## config.mk

```make
export PLATFORM = sky130hd
export DESIGN_NAME = soft_vol
export DESIGN_NICKNAME = d
export VERILOG_FILES = /design/src/rtl/soft_vol_pkg.sv /design/src/rtl/svol_gain_rom.sv /design/src/rtl/svol_ramp.sv /design/src/rtl/svol_scale.sv /design/src/rtl/soft_vol.sv
export SDC_FILE = /design/constraint.sdc
export NUM_CORES = 1
export LEC_CHECK = 0
export BUFFER_PORTS_ARGS = -buffer_cell sky130_fd_sc_hd__buf_2
export CAP_MARGIN = 40
export CELL_PAD_IN_SITES_DETAIL_PLACEMENT = 0
export CELL_PAD_IN_SITES_GLOBAL_PLACEMENT = 1
export CORE_MARGIN = 8
export CORE_UTILIZATION = 25
export DETAILED_ROUTE_END_ITERATION = 12
export HOLD_SLACK_MARGIN = 0.03
export PLACE_DENSITY_LB_ADDON = 0.1
export SLEW_MARGIN = 20
export SYNTH_ARGS = -nofsm -noshare
export SYNTH_HDL_FRONTEND = slang
export SYNTH_HIERARCHICAL = 1
export SYNTH_SLANG_ARGS = --single-unit
export TNS_END_PERCENT = 50
```

## constraint.sdc

```tcl
create_clock -name clk -period 9.7 [get_ports clk]
set_input_delay 1.455 -clock clk [delete_from_list [all_inputs] [get_ports clk]]
set_output_delay 1.455 -clock clk [all_outputs]
set_load 0.03 [all_outputs]
```

## src/rtl/soft_vol_pkg.sv

```systemverilog
package soft_vol_pkg;

  // 10^(-0.5/20) with 30 fractional bits: the linear factor of one code step
  localparam longint STEP_Q30 = 64'sd1013677644;

  // Linear gain of code c, with 15 fractional bits (unity = 32768)
  function automatic int gain_q15(input int c);
    longint acc;
    acc = 64'sd1 <<< 30;
    for (int i = 0; i < c; i++) acc = (acc * STEP_Q30) >>> 30;
    return int'((acc + (64'sd1 <<< 14)) >>> 15);
  endfunction

endpackage

```

## src/rtl/svol_gain_rom.sv

```systemverilog
module svol_gain_rom #(
  parameter int CW = 7,
  parameter int GW = 16
) (
  input  logic [CW-1:0] code,
  output logic [GW-1:0] gain
);
  import soft_vol_pkg::*;

  localparam int DEPTH = 1 << CW;

  logic [GW-1:0] tbl [DEPTH];

  for (genvar i = 0; i < DEPTH; i++) begin : g_entry
    localparam int GV = gain_q15(i);
    assign tbl[i] = GW'(GV);
  end

  assign gain = tbl[code];

endmodule

```

## src/rtl/svol_ramp.sv

```systemverilog
module svol_ramp #(
  parameter int CW = 7
) (
  input  logic          clk,
  input  logic          rst_n,
  input  logic          cfg_we,
  input  logic [CW-1:0] cfg_vol,
  input  logic          cfg_mute,
  input  logic          cfg_soft_off,
  input  logic          step_tick,
  output logic [CW-1:0] cur_code,
  output logic          settled,
  output logic          silent
);
  localparam logic [CW-1:0] MAXC = {CW{1'b1}};

  logic [CW-1:0] vol_q;
  logic          mute_q;
  logic          soft_off_q;
  logic [CW-1:0] tgt;

  assign tgt     = mute_q ? MAXC : vol_q;
  assign settled = (cur_code == tgt);
  assign silent  = mute_q && (cur_code == MAXC);

  always_ff @(posedge clk) begin
    if (!rst_n) begin
      vol_q      <= '0;
      mute_q     <= 1'b1;
      soft_off_q <= 1'b0;
      cur_code   <= MAXC;
    end else begin
      if (cfg_we) begin
        vol_q      <= cfg_vol;
        mute_q     <= cfg_mute;
        soft_off_q <= cfg_soft_off;
      end
      if (soft_off_q) begin
        cur_code <= tgt;
      end else if (step_tick) begin
        if (cur_code < tgt)      cur_code <= cur_code + 1'b1;
        else if (cur_code > tgt) cur_code <= cur_code - 1'b1;
      end
    end
  end


  no_idle_move_chk: assert property (@(posedge clk) disable iff (!rst_n)
    (!soft_off_q && !step_tick) |=> $stable(cur_code));


  one_step_chk: assert property (@(posedge clk) disable iff (!rst_n)
    (!soft_off_q) |=> ($stable(cur_code)
                       || ({1'b0, $past(cur_code)} + 1'b1 == {1'b0, cur_code})
                       || ({1'b0, cur_code} + 1'b1 == {1'b0, $past(cur_code)})));


  bypass_settle_chk: assert property (@(posedge clk) disable iff (!rst_n)
    (soft_off_q && !cfg_we) |=> settled);


  hold_settled_chk: assert property (@(posedge clk) disable iff (!rst_n)
    (settled && !cfg_we) |=> settled);

endmodule

```

## src/rtl/svol_scale.sv

```systemverilog
module svol_scale #(
  parameter int DW = 16,
  parameter int GW = 16
) (
  input  logic          clk,
  input  logic          rst_n,
  input  logic          in_valid,
  output logic          in_ready,
  input  logic [DW-1:0] in_data,
  input  logic [GW-1:0] gain,
  input  logic          silent,
  output logic          out_valid,
  input  logic          out_ready,
  output logic [DW-1:0] out_data
);
  localparam int FRAC = GW - 1;
  localparam int PW   = DW + GW + 2;
  localparam logic signed [PW-1:0] MAXV = (PW'(1) <<< (DW-1)) - PW'(1);
  localparam logic signed [PW-1:0] MINV = -(PW'(1) <<< (DW-1));
  localparam logic signed [PW-1:0] HALF = PW'(1) <<< (FRAC-1);

  logic signed [PW-1:0] prod;
  logic signed [PW-1:0] shifted;
  logic        [DW-1:0] sat;
  logic                 take;

  assign take     = in_valid && in_ready;
  assign in_ready = !out_valid || out_ready;

  always_comb begin
    prod    = PW'($signed(in_data)) * PW'($signed({1'b0, gain}));
    shifted = (prod + HALF) >>> FRAC;
    if (shifted > MAXV)      sat = MAXV[DW-1:0];
    else if (shifted < MINV) sat = MINV[DW-1:0];
    else                     sat = shifted[DW-1:0];
  end

  always_ff @(posedge clk) begin
    if (!rst_n) begin
      out_valid <= 1'b0;
      out_data  <= '0;
    end else begin
      if (take) begin
        out_valid <= 1'b1;
        out_data  <= silent ? '0 : sat;
      end else if (out_ready) begin
        out_valid <= 1'b0;
      end
    end
  end


  stall_hold_chk: assert property (@(posedge clk) disable iff (!rst_n)
    (out_valid && !out_ready) |=> (out_valid && $stable(out_data)));


  silent_zero_chk: assert property (@(posedge clk) disable iff (!rst_n)
    (take && silent) |=> (out_valid && out_data == '0));

endmodule

```

## src/rtl/soft_vol.sv

```systemverilog
module soft_vol #(
  parameter int DW = 16,
  parameter int CW = 7,
  parameter int GW = 16
) (
  input  logic          clk,
  input  logic          rst_n,
  input  logic          cfg_we,
  input  logic [CW-1:0] cfg_vol,
  input  logic          cfg_mute,
  input  logic          cfg_soft_off,
  input  logic          step_tick,
  input  logic          in_valid,
  output logic          in_ready,
  input  logic [DW-1:0] in_data,
  output logic          out_valid,
  input  logic          out_ready,
  output logic [DW-1:0] out_data,
  output logic          gain_settled,
  output logic          muted
);
  logic [CW-1:0] cur_code;
  logic [GW-1:0] gain;
  logic          silent;

  svol_ramp #(.CW(CW)) u_ramp (
    .clk          (clk),
    .rst_n        (rst_n),
    .cfg_we       (cfg_we),
    .cfg_vol      (cfg_vol),
    .cfg_mute     (cfg_mute),
    .cfg_soft_off (cfg_soft_off),
    .step_tick    (step_tick),
    .cur_code     (cur_code),
    .settled      (gain_settled),
    .silent       (silent)
  );

  svol_gain_rom #(.CW(CW), .GW(GW)) u_rom (
    .code (cur_code),
    .gain (gain)
  );

  svol_scale #(.DW(DW), .GW(GW)) u_scale (
    .clk       (clk),
    .rst_n     (rst_n),
    .in_valid  (in_valid),
    .in_ready  (in_ready),
    .in_data   (in_data),
    .gain      (gain),
    .silent    (silent),
    .out_valid (out_valid),
    .out_ready (out_ready),
    .out_data  (out_data)
  );

  assign muted = silent;

endmodule

```

# After elaboration in Yosys (flattened, before gate mapping)
# Memories as Yosys holds them, arrays and structs flattened.
# Cells that the tools add are included.
# op_classes
n_mul	1
n_eq_ne	2
order_cmp	5
mux	12
bitwise	1
reduce_logical	8
addsub	3
# ops
operator	n
$mux W16	5
$mux W7	5
$add A33 B16 Y34 const B	1
$mul A16 B17 Y33	1
$gt A19 B16 Y1 const B	1
$lt A19 B16 Y1 const B	1
$ge A8 B8 Y1 const B	1
$not A7 Y8	1
$add A7 B1 Y7 const B	1
$eq A7 B7 Y1	1
$eq A7 B7 Y1 const B	1
$gt A7 B7 Y1	1
$lt A7 B7 Y1	1
$sub A7 B1 Y7 const B	1
$reduce_bool A2 Y1	2
$reduce_bool A3 Y1	1
$logic_and A1 B1 Y1	2
$mux W1	2
$reduce_and A2 Y1	1
$logic_not A1 Y1	1
$logic_or A1 B1 Y1	1
# word_totals
n_memories	1
rom_bits	2048
elab_cells	39
output_inout_bits	20
regBits	33
# memory_table
name	depth	word_bits	read_ports	rd_clocked_by_memory_dff	wr	line	text
(name not given)	128	16	1	0	0	svol_gain_rom.sv:19	assign gain = tbl[code];

# Longest topological paths before layout
# Gate-level depths: netlist (run 1).
# logic_depth
word_depth	10
mapped_depth	34

# Cells and area by module
# The synthesis (run 1) kept the hierarchy.
# by_module_without_submodules
module	instances	area_each_um2	cells_each	seq_area_each_um2
svol_scale	1	9551.7	1092	340.3
svol_gain_rom	1	2212.1	351	0.0
svol_ramp	1	1091.0	121	320.3

# Worst setup path before layout (run 1)
# Ideal clock, no wire load.
# synth_timing
path_type	register to register
from	register u_ramp.cur_code[0]
to	register u_scale.out_data[10]
n_path_buf	5
setup_ns	0.123
arrival_time_ns	8.521
synth_period_minus_slack_ns	8.644
path_stages_with_launch	33
setup_slack_ns	1.056
path_cell_list	dfxtp_1 -> clkbuf_1 -> inv_1 -> ha_1 -> clkbuf_1 -> nor2b_1 -> nor3_1 -> a21oi_1 -> a211oi_1 -> nor4_1 -> clkbuf_1 -> nand2_1 -> fa_1 -> inv_1 -> fa_1 -> fa_1 -> fa_1 -> fa_1 -> inv_1 -> fa_1 -> inv_1 -> ha_1 -> buf_6 -> a21o_1 -> a21o_1 -> a2111oi_4 -> o21ai_2 -> a2111oi_4 -> xnor2_2 -> o31ai_1 -> nor2b_4 -> buf_6 -> a221o_2
# synth_via
elab_chain_len	10
# synth_lines
element	line	text
from (decl)	svol_ramp.sv:11	output logic [CW-1:0] cur_code,
from (signal assigned)	svol_ramp.sv:39	cur_code <= tgt;
from (signal assigned)	svol_ramp.sv:41	if (cur_code < tgt) cur_code <= cur_code + 1'b1;
from (signal assigned)	svol_ramp.sv:42	else if (cur_code > tgt) cur_code <= cur_code - 1'b1;
$not A7 Y8 (implied by the code) *	svol_gain_rom.sv:19	
$mem_v2 Z128 W16 *	n/a	
$mux W16 (implied by the code) * (2 in a row)	svol_gain_rom.sv:19	
named net gain[4]	soft_vol.sv:23	logic [GW-1:0] gain;
$mul A16 B17 Y33 *	svol_scale.sv:31	prod = PW'($signed(in_data)) * PW'($signed({1'b0, gain}));
$add A33 B16 Y34 *	svol_scale.sv:32	shifted = (prod + HALF) >>> FRAC;
$lt A19 B16 Y1	svol_scale.sv:34	else if (shifted < MINV) sat = MINV[DW-1:0];
$mux W16	svol_scale.sv:34	
$mux W16 *	svol_scale.sv:33	if (shifted > MAXV) sat = MAXV[DW-1:0];
$mux W16 *	svol_scale.sv:45	out_data <= silent ? '0 : sat;
to (signal assigned)	svol_scale.sv:45	
to (decl)	svol_scale.sv:14	output logic [DW-1:0] out_data
# Mark *: on every way through the listed nets, which the timed path passes. The rest lies on a longest branch. The select of a mux whose other input is x is not followed.
# A chain may end at the register's enable or synchronous reset.

# Final worst setup path (run 1)
# layout_timing
from	register u_ramp.cur_code[1]
to	register u_scale.out_data[5]
# Same word-level chain as after synthesis.

==> flow_summary_export.csv, run 1 <==
group,metric,value,unit
global_route,grt_start_max_net_pins,98,
routing,vias,10880,
worst_setup_path,worstSetupEndpointType,"flop",
yosys,number_of_synthesized_register_bits,33,
routing,antenna_left,0,
placed_design,preCtsSetupSlack,637.5,ps
clock_tree,clock_sink_count,33,
cells_and_area,layout.cells.most_common_list,"inv_1, fa_1, nand2_1",
clock_tree,max-clock-path-buffers,2,
sta,setup-violations-final,0,
placed_design,gpl_wtd_cong,0.8148,
global_route,grt_first_pass_wirelength,69110,um
sta,fin_skew,5.341,ps
global_route,grt_remaining_overflow,0,
yosys,netlist-cell-type-count,83,
floorplan,initial_utilization,25.16,%
sta,timing.final.max_slew_violations,0,
routing,wl_per_cell,19.49,um
worst_setup_path,start_kind,"flop",
global_route,track_usage,14.63,%
yosys,synth_top_cells_by_area,"fa_1, ha_1, inv_1, and2_1, nand2_1",
cells_and_area,layout_commonest_cell,"inv_1",
routing,drtPass1Iterations,5,
sta,max_slew.worst_pin.slew,762.0,ps
worst_setup_path,worst_path_max_delay_cell,"o211ai_2",
sta,min_period_over_period,93.56,%
global_route,first_global_vias,11600,
yosys,synth.top_cell.area_share,30.37,%
job,cap_violations,0,
yosys,synth_seq_area_share,5.139,%
routing,viasPerCell,4.840,
yosys,post_synth_inst_count,1564,
sta,finalCriticalPeriod,9075,ps
routing,drt-initial-drc-count,612,
yosys,number_of_enable_flip_flop_cells_after_synthesis,0,
floorplan,placeableCoreArea,0.05109,mm^2
clock_tree,clock_tree.htree_level_count,2,
worst_setup_path,arrival,9300,ps
floorplan,floorplan.die.height,242.8,um
cells_and_area,layout.nets,1935,
yosys,async_flop_share,0,%
cells_and_area,layout.area.seq,664.4,um^2
cells_and_area,total_area_of_multi_input_combinational_cells,0.01081,mm^2
placed_design,dp.final_hpwl,34850,um
sta,max_clock_freq,0.1102,GHz
worst_setup_path,timing.critical_path.slowest_cell_delay,650,ps
worst_setup_path,critical_path.most_common_cell,"fa_1",
routing,routed_wl,43800,um
yosys,syn_area_per_cell,8.219,um^2
placed_design,port_buffers,50,
floorplan,std_cell_rows,83,
cells_and_area,drive_gt1_share,9.521,%
routing,drcViolationCount,0,
sta,final_hold_viol_count,0,
worst_setup_path,cp_max_fo,27,
clock_tree,clock_tree_from_tritoncts,"yes",
clock_tree,cts_resized,0,
sta,setup-tns-final,0,ps
yosys,synth_warnings,6,
hold_path,worstHoldPathType,"reg2reg",
cells_and_area,area_delta_synth_final,8.984,%
floorplan,design.portCount,51,
run_status,outcome,"completed",
clock_tree,inserted_clock_buffers,5,
yosys,syn-num-nets,1935,
global_route,grt_antenna_before_repair,2,
sta,fin_ws,624.9,ps
yosys,syn_area,0.01285,mm^2
clock_tree,post-cts-setup-buffer-count,0,
worst_setup_path,required_worst_endpoint,9920,ps
worst_setup_path,worst-setup-path-type,"reg2reg",
sta,relSlewSlack,49.05,%
sta,rsz0062_at_grt,"no",
cells_and_area,filler_cell_count,5677,
yosys,dominantRegCellSynth,"dfxtp_1",
clock_tree,worst_skew_pair_latency,280,ps
floorplan,fp.dieW,242.8,um
yosys,synth_largest_area_cell,"fa_1",
clock_tree,clockRootBuffer,"clkbuf_16",
clock_tree,cts_hold_buffers,0,
floorplan,die-area,0.05893,mm^2
clock_tree,clkSlewWorstSetupHoldPaths,50,ps
==> sequential cells by signal (all words and copies together) (netlist names) <==
register	flops
u_scale/out_data	16
u_ramp/cur_code	7
u_ramp/vol_q	7
u_ramp/mute_q	1
u_ramp/soft_off_q	1
u_scale/out_valid	1
==> kinds of logic after synthesis <==
kind of cell / count (synthesis) / share of synthesized area, %
AOI/OAI and AO/OA: 282 / 15.51
xor gates and xnor gates: 23 / 1.626
adders and majority gates: 340 / 44.48
buffers and inverters: 350 / 11.02
DFF: 33 / 5.139
muxes: 26 / 2.346
and+or+nand+nor: 510 / 19.89
==> worst max-delay path: cells and delay by family, from the launching register on <==
family          cells  cell delay [ps]
compound gates     10             3180
xor+xnor            1              180
fa+ha+maj           8             3710
buf+inv             6              980
flops               1              330
simple gates        3              580
==> stage by stage <==
stage | instance area (um^2) | cells | util [%] | hold slack (ps)
final | 14010 | 2247 | 27.42 | 487.8
after global routing | 14000 | 2245 | 27.41 | 503.1
after CTS | 13990 | 2244 | 27.38 | 490.3
after detailed placement | 13830 | 2236 | 27.07 | 469.8
after global placement | 13820 | 2235 | 27.06 | 467.8
after floorplan | 12850 | 1564 | - | 473.0
==> synthesized netlist by cell type, types with 7 or more instances <==
| cell | number |
|---|---|
| xor2_1 | 8 |
| nand3_1 | 31 |
| xnor2_1 | 14 |
| a211oi_1 | 11 |
| nand4_1 | 12 |
| clkbuf_1 | 49 |
| o21ai_0 | 48 |
| dfxtp_1 | 33 |
| and2_1 | 118 |
| a21o_1 | 17 |
| o211ai_1 | 16 |
| a311oi_1 | 8 |
| a21oi_1 | 71 |
| nand2_1 | 182 |
| buf_2 | 31 |
| ha_1 | 145 |
| inv_1 | 254 |
| mux2i_1 | 20 |
| fa_1 | 195 |
| nor2_1 | 64 |
| o21ai_1 | 7 |
| a221oi_1 | 9 |
| nor2b_1 | 27 |
| nand2b_1 | 23 |
| nor3_1 | 18 |
| a31oi_1 | 7 |
| a221o_2 | 10 |
==> worst paths after layout <==
check,start,to,cells after the start,slack [ps]
hold / removal,u_scale/out_data[12]$_SDFFE_PN0P_,u_scale/out_data[12]$_SDFFE_PN0P_,1,490
setup reg to reg,u_ramp/cur_code[1]$_SDFFE_PN1P_,u_scale/out_data[5]$_SDFFE_PN0P_,28,620
hold reg to reg,u_scale/out_data[12]$_SDFFE_PN0P_,u_scale/out_data[12]$_SDFFE_PN0P_,1,490
setup / recovery,u_ramp/cur_code[1]$_SDFFE_PN1P_,u_scale/out_data[5]$_SDFFE_PN0P_,28,620
==> cell type report <==
type                    count  area share [%]
clock inverters             1         0.03572
clock buffers               7           1.090
inverters                 255           6.832
multi-input cells        1181           77.14
diodes                      2         0.03572
flip-flops and latches     33           4.742
repair buffers             88           4.055
well taps                 680           6.073
==> routing by layer <==
metal | wire length [um] | track usage [%]
met1 | 21710 | 21.07
met2 | 20360 | 24.11
met3 | 1115 | 1.010
met4 | 611 | 2.362
met5 | 0 | 0
Power of run 1 is not shown: default switching activity piles up to over one toggle a cycle in this logic, so the estimate is an artifact.
==> run 2, diff against run 1 <==
PLACE_DENSITY = 0.58   (was default)
PLACE_DENSITY_LB_ADDON = default   (was 0.1)
SETUP_SLACK_MARGIN = 0.15   (was default)
==> flow_summary_export.csv, run 2 (same netlist as run 1, synthesis figures left out) <==
group,metric,value,unit
cells_and_area,final-instance-count-excl-fill,2245,
cells_and_area,filler_cell_count,5612,
hold_path,worstHoldPathType,"reg2reg",
floorplan,fp.dieW,242.8,um
clock_tree,worst_skew_pair_latency,280,ps
global_route,first_global_vias,11440,
cells_and_area,reg.largest.list,"u_scale/out_data x16, u_ramp/cur_code x7, u_ramp/vol_q x7",
placed_design,port_buffers,50,
hold_path,min_path_cells,1,
global_route,grt_antenna_before_repair,3,
clock_tree,clockRootBuffer,"clkbuf_16",
sta,max_slew.worst_pin.slew,804.7,ps
worst_setup_path,crit_buf_inv,6,
routing,wl_per_cell,17.79,um
floorplan,die-area,0.05893,mm^2
routing,drt-initial-drc-count,839,
sta,timing.final.max_slew_violations,0,
global_route,track_usage,13.45,%
placed_design,gpl_wtd_cong,0.8664,
routing,vias,10930,
sta,fin_ws,719.4,ps
global_route,grt_start_max_net_pins,52,
sta,fin_skew,3.139,ps
worst_setup_path,worst_path_max_delay_cell,"nor2_1",
global_route,grt_remaining_overflow,0,
global_route,grt_first_pass_wirelength,64860,um
worst_setup_path,regToRegSetupSlack,720,ps
clock_tree,clock_tree_from_tritoncts,"yes",
worst_setup_path,timing.critical_path.slowest_cell_delay,620,ps
sta,setup-violations-final,0,
worst_setup_path,worst-setup-path-type,"reg2reg",
floorplan,std_cell_rows,83,
placed_design,dp.final_hpwl,31360,um
routing,viasPerCell,4.868,
worst_setup_path,r2r-start,"u_ramp/cur_code[1]$_SDFFE_PN1P_",
cells_and_area,drive_gt1_share,9.527,%
floorplan,initial_utilization,25.16,%
sta,relSlewSlack,46.15,%
job,cap_violations,0,
worst_setup_path,start_kind,"flop",
sta,setup-tns-final,0,ps
routing,drtPass1Iterations,5,
clock_tree,clkSlewWorstSetupHoldPaths,60,ps
routing,drcViolationCount,0,
run_status,outcome,"completed",
worst_setup_path,required_worst_endpoint,9930,ps
worst_setup_path,cp_max_fo,15,
sta,final_hold_viol_count,0,
clock_tree,clock_tree.htree_level_count,2,
hold_path,min_to,"u_scale/out_data[3]$_SDFFE_PN0P_",
worst_setup_path,worstReg2RegEnd,"u_scale/out_data[6]$_SDFFE_PN0P_",
clock_tree,max-clock-path-buffers,2,
cells_and_area,largest_register_ff_count,16,
cells_and_area,layout_commonest_cell,"inv_1",
floorplan,placeableCoreArea,0.05109,mm^2
placed_design,placed_cells,2233,
cells_and_area,layout.cells.most_common_list,"inv_1, fa_1, nand2_1",
routing,routed_wl,39930,um
hold_path,worstHoldStart,"u_scale/out_data[3]$_SDFFE_PN0P_",
cells_and_area,layout.nets,1934,
sta,max_clock_freq,0.1114,GHz
placed_design,preCtsSetupSlack,621.7,ps
sta,rsz0062_at_grt,"no",
worst_setup_path,rr_worst_depth,29,
clock_tree,inserted_clock_buffers,5,
floorplan,floorplan.die.height,242.8,um
clock_tree,clock_sink_count,33,
cells_and_area,largest-register,"u_scale/out_data",
worst_setup_path,timing.critical_path.max_delay_family,"adder cells",
worst_setup_path,critical_path.most_common_cell,"fa_1",
sta,finalCriticalPeriod,8981,ps
cells_and_area,area_delta_synth_final,8.993,%
worst_setup_path,arrival,9210,ps
floorplan,design.portCount,51,
sta,min_period_over_period,92.58,%
worst_setup_path,worstSetupEndpointType,"flop",
sta,hold-worst-slack,484.7,ps
routing,antenna_left,0,
-- run 2: worst reg2reg max path: cells and delay by family, from the launching register on --
family	cells	cell delay, ps
simple gates	6	1810
compound gates	8	1790
flops	1	520
buf+inv	6	910
xor+xnor	1	180
fa+ha+maj	8	3750
-- run 2: final cells by class --
type | instances | area, um^2 | area share (%)
clock buffers | 5 | 125.1 | 0.8930
repair buffers | 87 | 551.8 | 3.938
multi-input cells | 1181 | 10810 | 77.17
clock inverters | 3 | 46.29 | 0.3304
well taps | 680 | 850.8 | 6.073
flip-flops and latches | 33 | 664.4 | 4.742
inverters | 255 | 957.2 | 6.832
diodes | 1 | 2.502 | 0.01786
-- run 2: how the worst max path moves through the flow --
stage / from / endpoint / slack (ps) / depth (start not counted)
after floorplan: u_ramp/cur_code[0]$_SDFFE_PN1P_ / u_scale/out_data[10]$_SDFFE_PN0P_ / 1060 / 32
after global placement: u_ramp/cur_code[1]$_SDFFE_PN1P_ / u_scale/out_data[12]$_SDFFE_PN0P_ / 720 / 28
after detailed placement: u_ramp/cur_code[1]$_SDFFE_PN1P_ / u_scale/out_data[12]$_SDFFE_PN0P_ / 620 / 29
after CTS: u_ramp/cur_code[1]$_SDFFE_PN1P_ / u_scale/out_data[12]$_SDFFE_PN0P_ / 560 / 29
after global routing: u_ramp/cur_code[1]$_SDFFE_PN1P_ / u_scale/out_data[12]$_SDFFE_PN0P_ / 160 / 31
final: u_ramp/cur_code[1]$_SDFFE_PN1P_ / u_scale/out_data[6]$_SDFFE_PN0P_ / 720 / 29
-- run 2: layer usage --
layer,up-vias,share of wire [%],track usage [%]
met4,2,2.4,3.632
met3,52,3.2,0.8676
met2,274,47,21.88
li1,5100,-,-
met5,-,0.030,0
met1,5500,48,19.08
-- run 2: timing repair --
item,in CTS,in global routing
hold buffers,0,0
endpoints found under the setup margin,0,13
resized for setup,0,1
setup buffers,0,0
-- run 2: stage by stage --
stage	area (um^2)	utilization [%]
CTS	13980	27.35
global route	14010	27.42
floorplan	12850	-
detailed placement	13800	27.02
global placement	13780	26.97
finish	14010	27.42
Power of run 2 is left out for the same reason.
==> run 3, diff against run 2 <==
CTS_CLUSTER_SIZE = 12   (was default)
clock period = 10 ns   (was 9.7 ns; I/O delays follow)
==> flow_summary_export.csv, run 3 (same netlist as run 1, synthesis figures left out) <==
group,metric,value,unit
run_status,outcome,"completed",
clock_tree,clkSlewWorstSetupHoldPaths,60,ps
hold_path,worstHoldStart,"u_scale/out_data[15]$_SDFFE_PN0P_",
clock_tree,post-cts-setup-buffer-count,0,
routing,wl_per_cell,18.76,um
hold_path,min_path_cells,2,
worst_setup_path,worst_path_max_delay_cell,"a221oi_2",
cells_and_area,layout.cells.most_common_list,"inv_1, fa_1, nand2_1",
worst_setup_path,required_worst_endpoint,10230,ps
sta,setup-violations-final,0,
routing,routed_wl,42060,um
worst_setup_path,worst-setup-path-type,"reg2reg",
worst_setup_path,crit_buf_inv,7,
sta,max_clock_freq,0.1106,GHz
clock_tree,clock_tree_from_tritoncts,"yes",
worst_setup_path,rr_worst_depth,30,
floorplan,floorplan.die.height,242.8,um
global_route,grt_start_max_net_pins,44,
clock_tree,max-clock-path-buffers,2,
routing,vias,10950,
clock_tree,cts_resized,0,
worst_setup_path,timing.critical_path.slowest_cell_delay,690,ps
sta,min_period_over_period,90.39,%
clock_tree,cts_hold_buffers,0,
cells_and_area,area_delta_synth_final,8.361,%
global_route,grt_first_pass_wirelength,67820,um
placed_design,port_buffers,50,
hold_path,worstHoldPathType,"reg2reg",
global_route,grt_remaining_overflow,0,
clock_tree,inserted_clock_buffers,5,
floorplan,std_cell_rows,83,
job,cap_violations,0,
worst_setup_path,cp_max_fo,13,
routing,drt-initial-drc-count,764,
cells_and_area,largest_register_ff_count,16,
cells_and_area,reg.largest.list,"u_scale/out_data x16, u_ramp/cur_code x7, u_ramp/vol_q x7",
sta,timing.final.max_slew_violations,0,
floorplan,die-area,0.05893,mm^2
global_route,first_global_vias,11650,
floorplan,fp.dieW,242.8,um
worst_setup_path,regToRegSetupSlack,960,ps
floorplan,placeableCoreArea,0.05109,mm^2
cells_and_area,layout_commonest_cell,"inv_1",
routing,drcViolationCount,0,
sta,rsz0062_at_grt,"no",
placed_design,dp.final_hpwl,32360,um
sta,final_hold_viol_count,0,
routing,viasPerCell,4.882,
floorplan,design.portCount,51,
routing,antenna_left,0,
worst_setup_path,worstReg2RegEnd,"u_scale/out_data[2]$_SDFFE_PN0P_",
worst_setup_path,timing.critical_path.depth,30,
worst_setup_path,timing.critical_path.max_delay_family,"adder cells",
worst_setup_path,worstSetupEndpointType,"flop",
placed_design,gpl_wtd_cong,0.9048,
floorplan,initial_utilization,25.16,%
worst_setup_path,start_kind,"flop",
sta,fin_skew,3.259,ps
clock_tree,clockRootBuffer,"clkbuf_16",
sta,setup-tns-final,0,ps
cells_and_area,drive_gt1_share,9.289,%
worst_setup_path,arrival,9260,ps
worst_setup_path,r2r-start,"u_ramp/cur_code[1]$_SDFFE_PN1P_",
sta,max_slew.worst_pin.slew,802.3,ps
routing,drtPass1Iterations,7,
cells_and_area,final_design_area_no_fill,0.01393,mm^2
global_route,track_usage,14.25,%
clock_tree,worst_skew_pair_latency,280,ps
global_route,grt_antenna_before_repair,0,
hold_path,min_to,"u_scale/out_data[15]$_SDFFE_PN0P_",
cells_and_area,layout.nets,1931,
clock_tree,clock_tree.htree_level_count,2,
placed_design,placed_area,0.01378,mm^2
cells_and_area,largest-register,"u_scale/out_data",
sta,finalCriticalPeriod,9039,ps
clock_tree,clock_sink_count,33,
sta,relSlewSlack,46.52,%
run 3: changes by cell type in the layout (fill, tap and decap cells not counted), sizes merged:
cell    previous run  this run
buf               86        84
bufinv             1         0
clkbuf             6         5
clkinv             1         2
run 3: metrics by stage:
| stage | cells | setup WS (ps) | hold slack [ps] | utilization (%) |
|---|---|---|---|---|
| global placement | 2230 | 985.3 | 468.0 | 26.93 |
| CTS | 2240 | 1015 | 487.0 | 27.24 |
| detailed placement | 2232 | 1114 | 467.4 | 26.96 |
| finish | 2242 | 960.5 | 481.3 | 27.26 |
| floorplan | 1564 | 1356 | 473.0 | - |
| global route | 2241 | 550.5 | 508.2 | 27.26 |
run 3: worst max-delay path by stage:
stage	endpoint	startpoint	slack, ps
floorplan	u_scale/out_data[10]$_SDFFE_PN0P_	u_ramp/cur_code[0]$_SDFFE_PN1P_	1360
finish	u_scale/out_data[2]$_SDFFE_PN0P_	u_ramp/cur_code[1]$_SDFFE_PN1P_	960
detailed placement	u_scale/out_data[2]$_SDFFE_PN0P_	u_ramp/cur_code[1]$_SDFFE_PN1P_	1110
CTS	u_scale/out_data[2]$_SDFFE_PN0P_	u_ramp/cur_code[1]$_SDFFE_PN1P_	1010
global route	u_scale/out_data[2]$_SDFFE_PN0P_	u_ramp/cur_code[1]$_SDFFE_PN1P_	550
global placement	u_scale/out_data[12]$_SDFFE_PN0P_	u_ramp/cur_code[2]$_SDFFE_PN1P_	990
run 3: worst min-delay path, cell delays in order (launching register included):
cell      delay, ps
dfxtp_1         310
nand2b_1         60
a21boi_0         60
run 3: cell type report:
cell class | instances | area (um^2)
clock buffers | 5 | 125.1
fillers | 5600 | 37160
diodes | 1 | 2.502
repair buffers | 84 | 505.5
flip-flops and latches | 33 | 664.4
clock inverters | 3 | 17.52
inverters | 255 | 957.2
multi-input cells | 1181 | 10810
well taps | 680 | 850.8
run 3: layer usage:
metal	share of wire [%]	track usage [%]	up-vias
met3	4.8	1.164	55
met5	0	0	-
met1	48	20.68	5483
li1	-	-	5094
met2	45	22.72	313
met4	1.8	3.226	0
Power of run 3 is left out for the same reason.
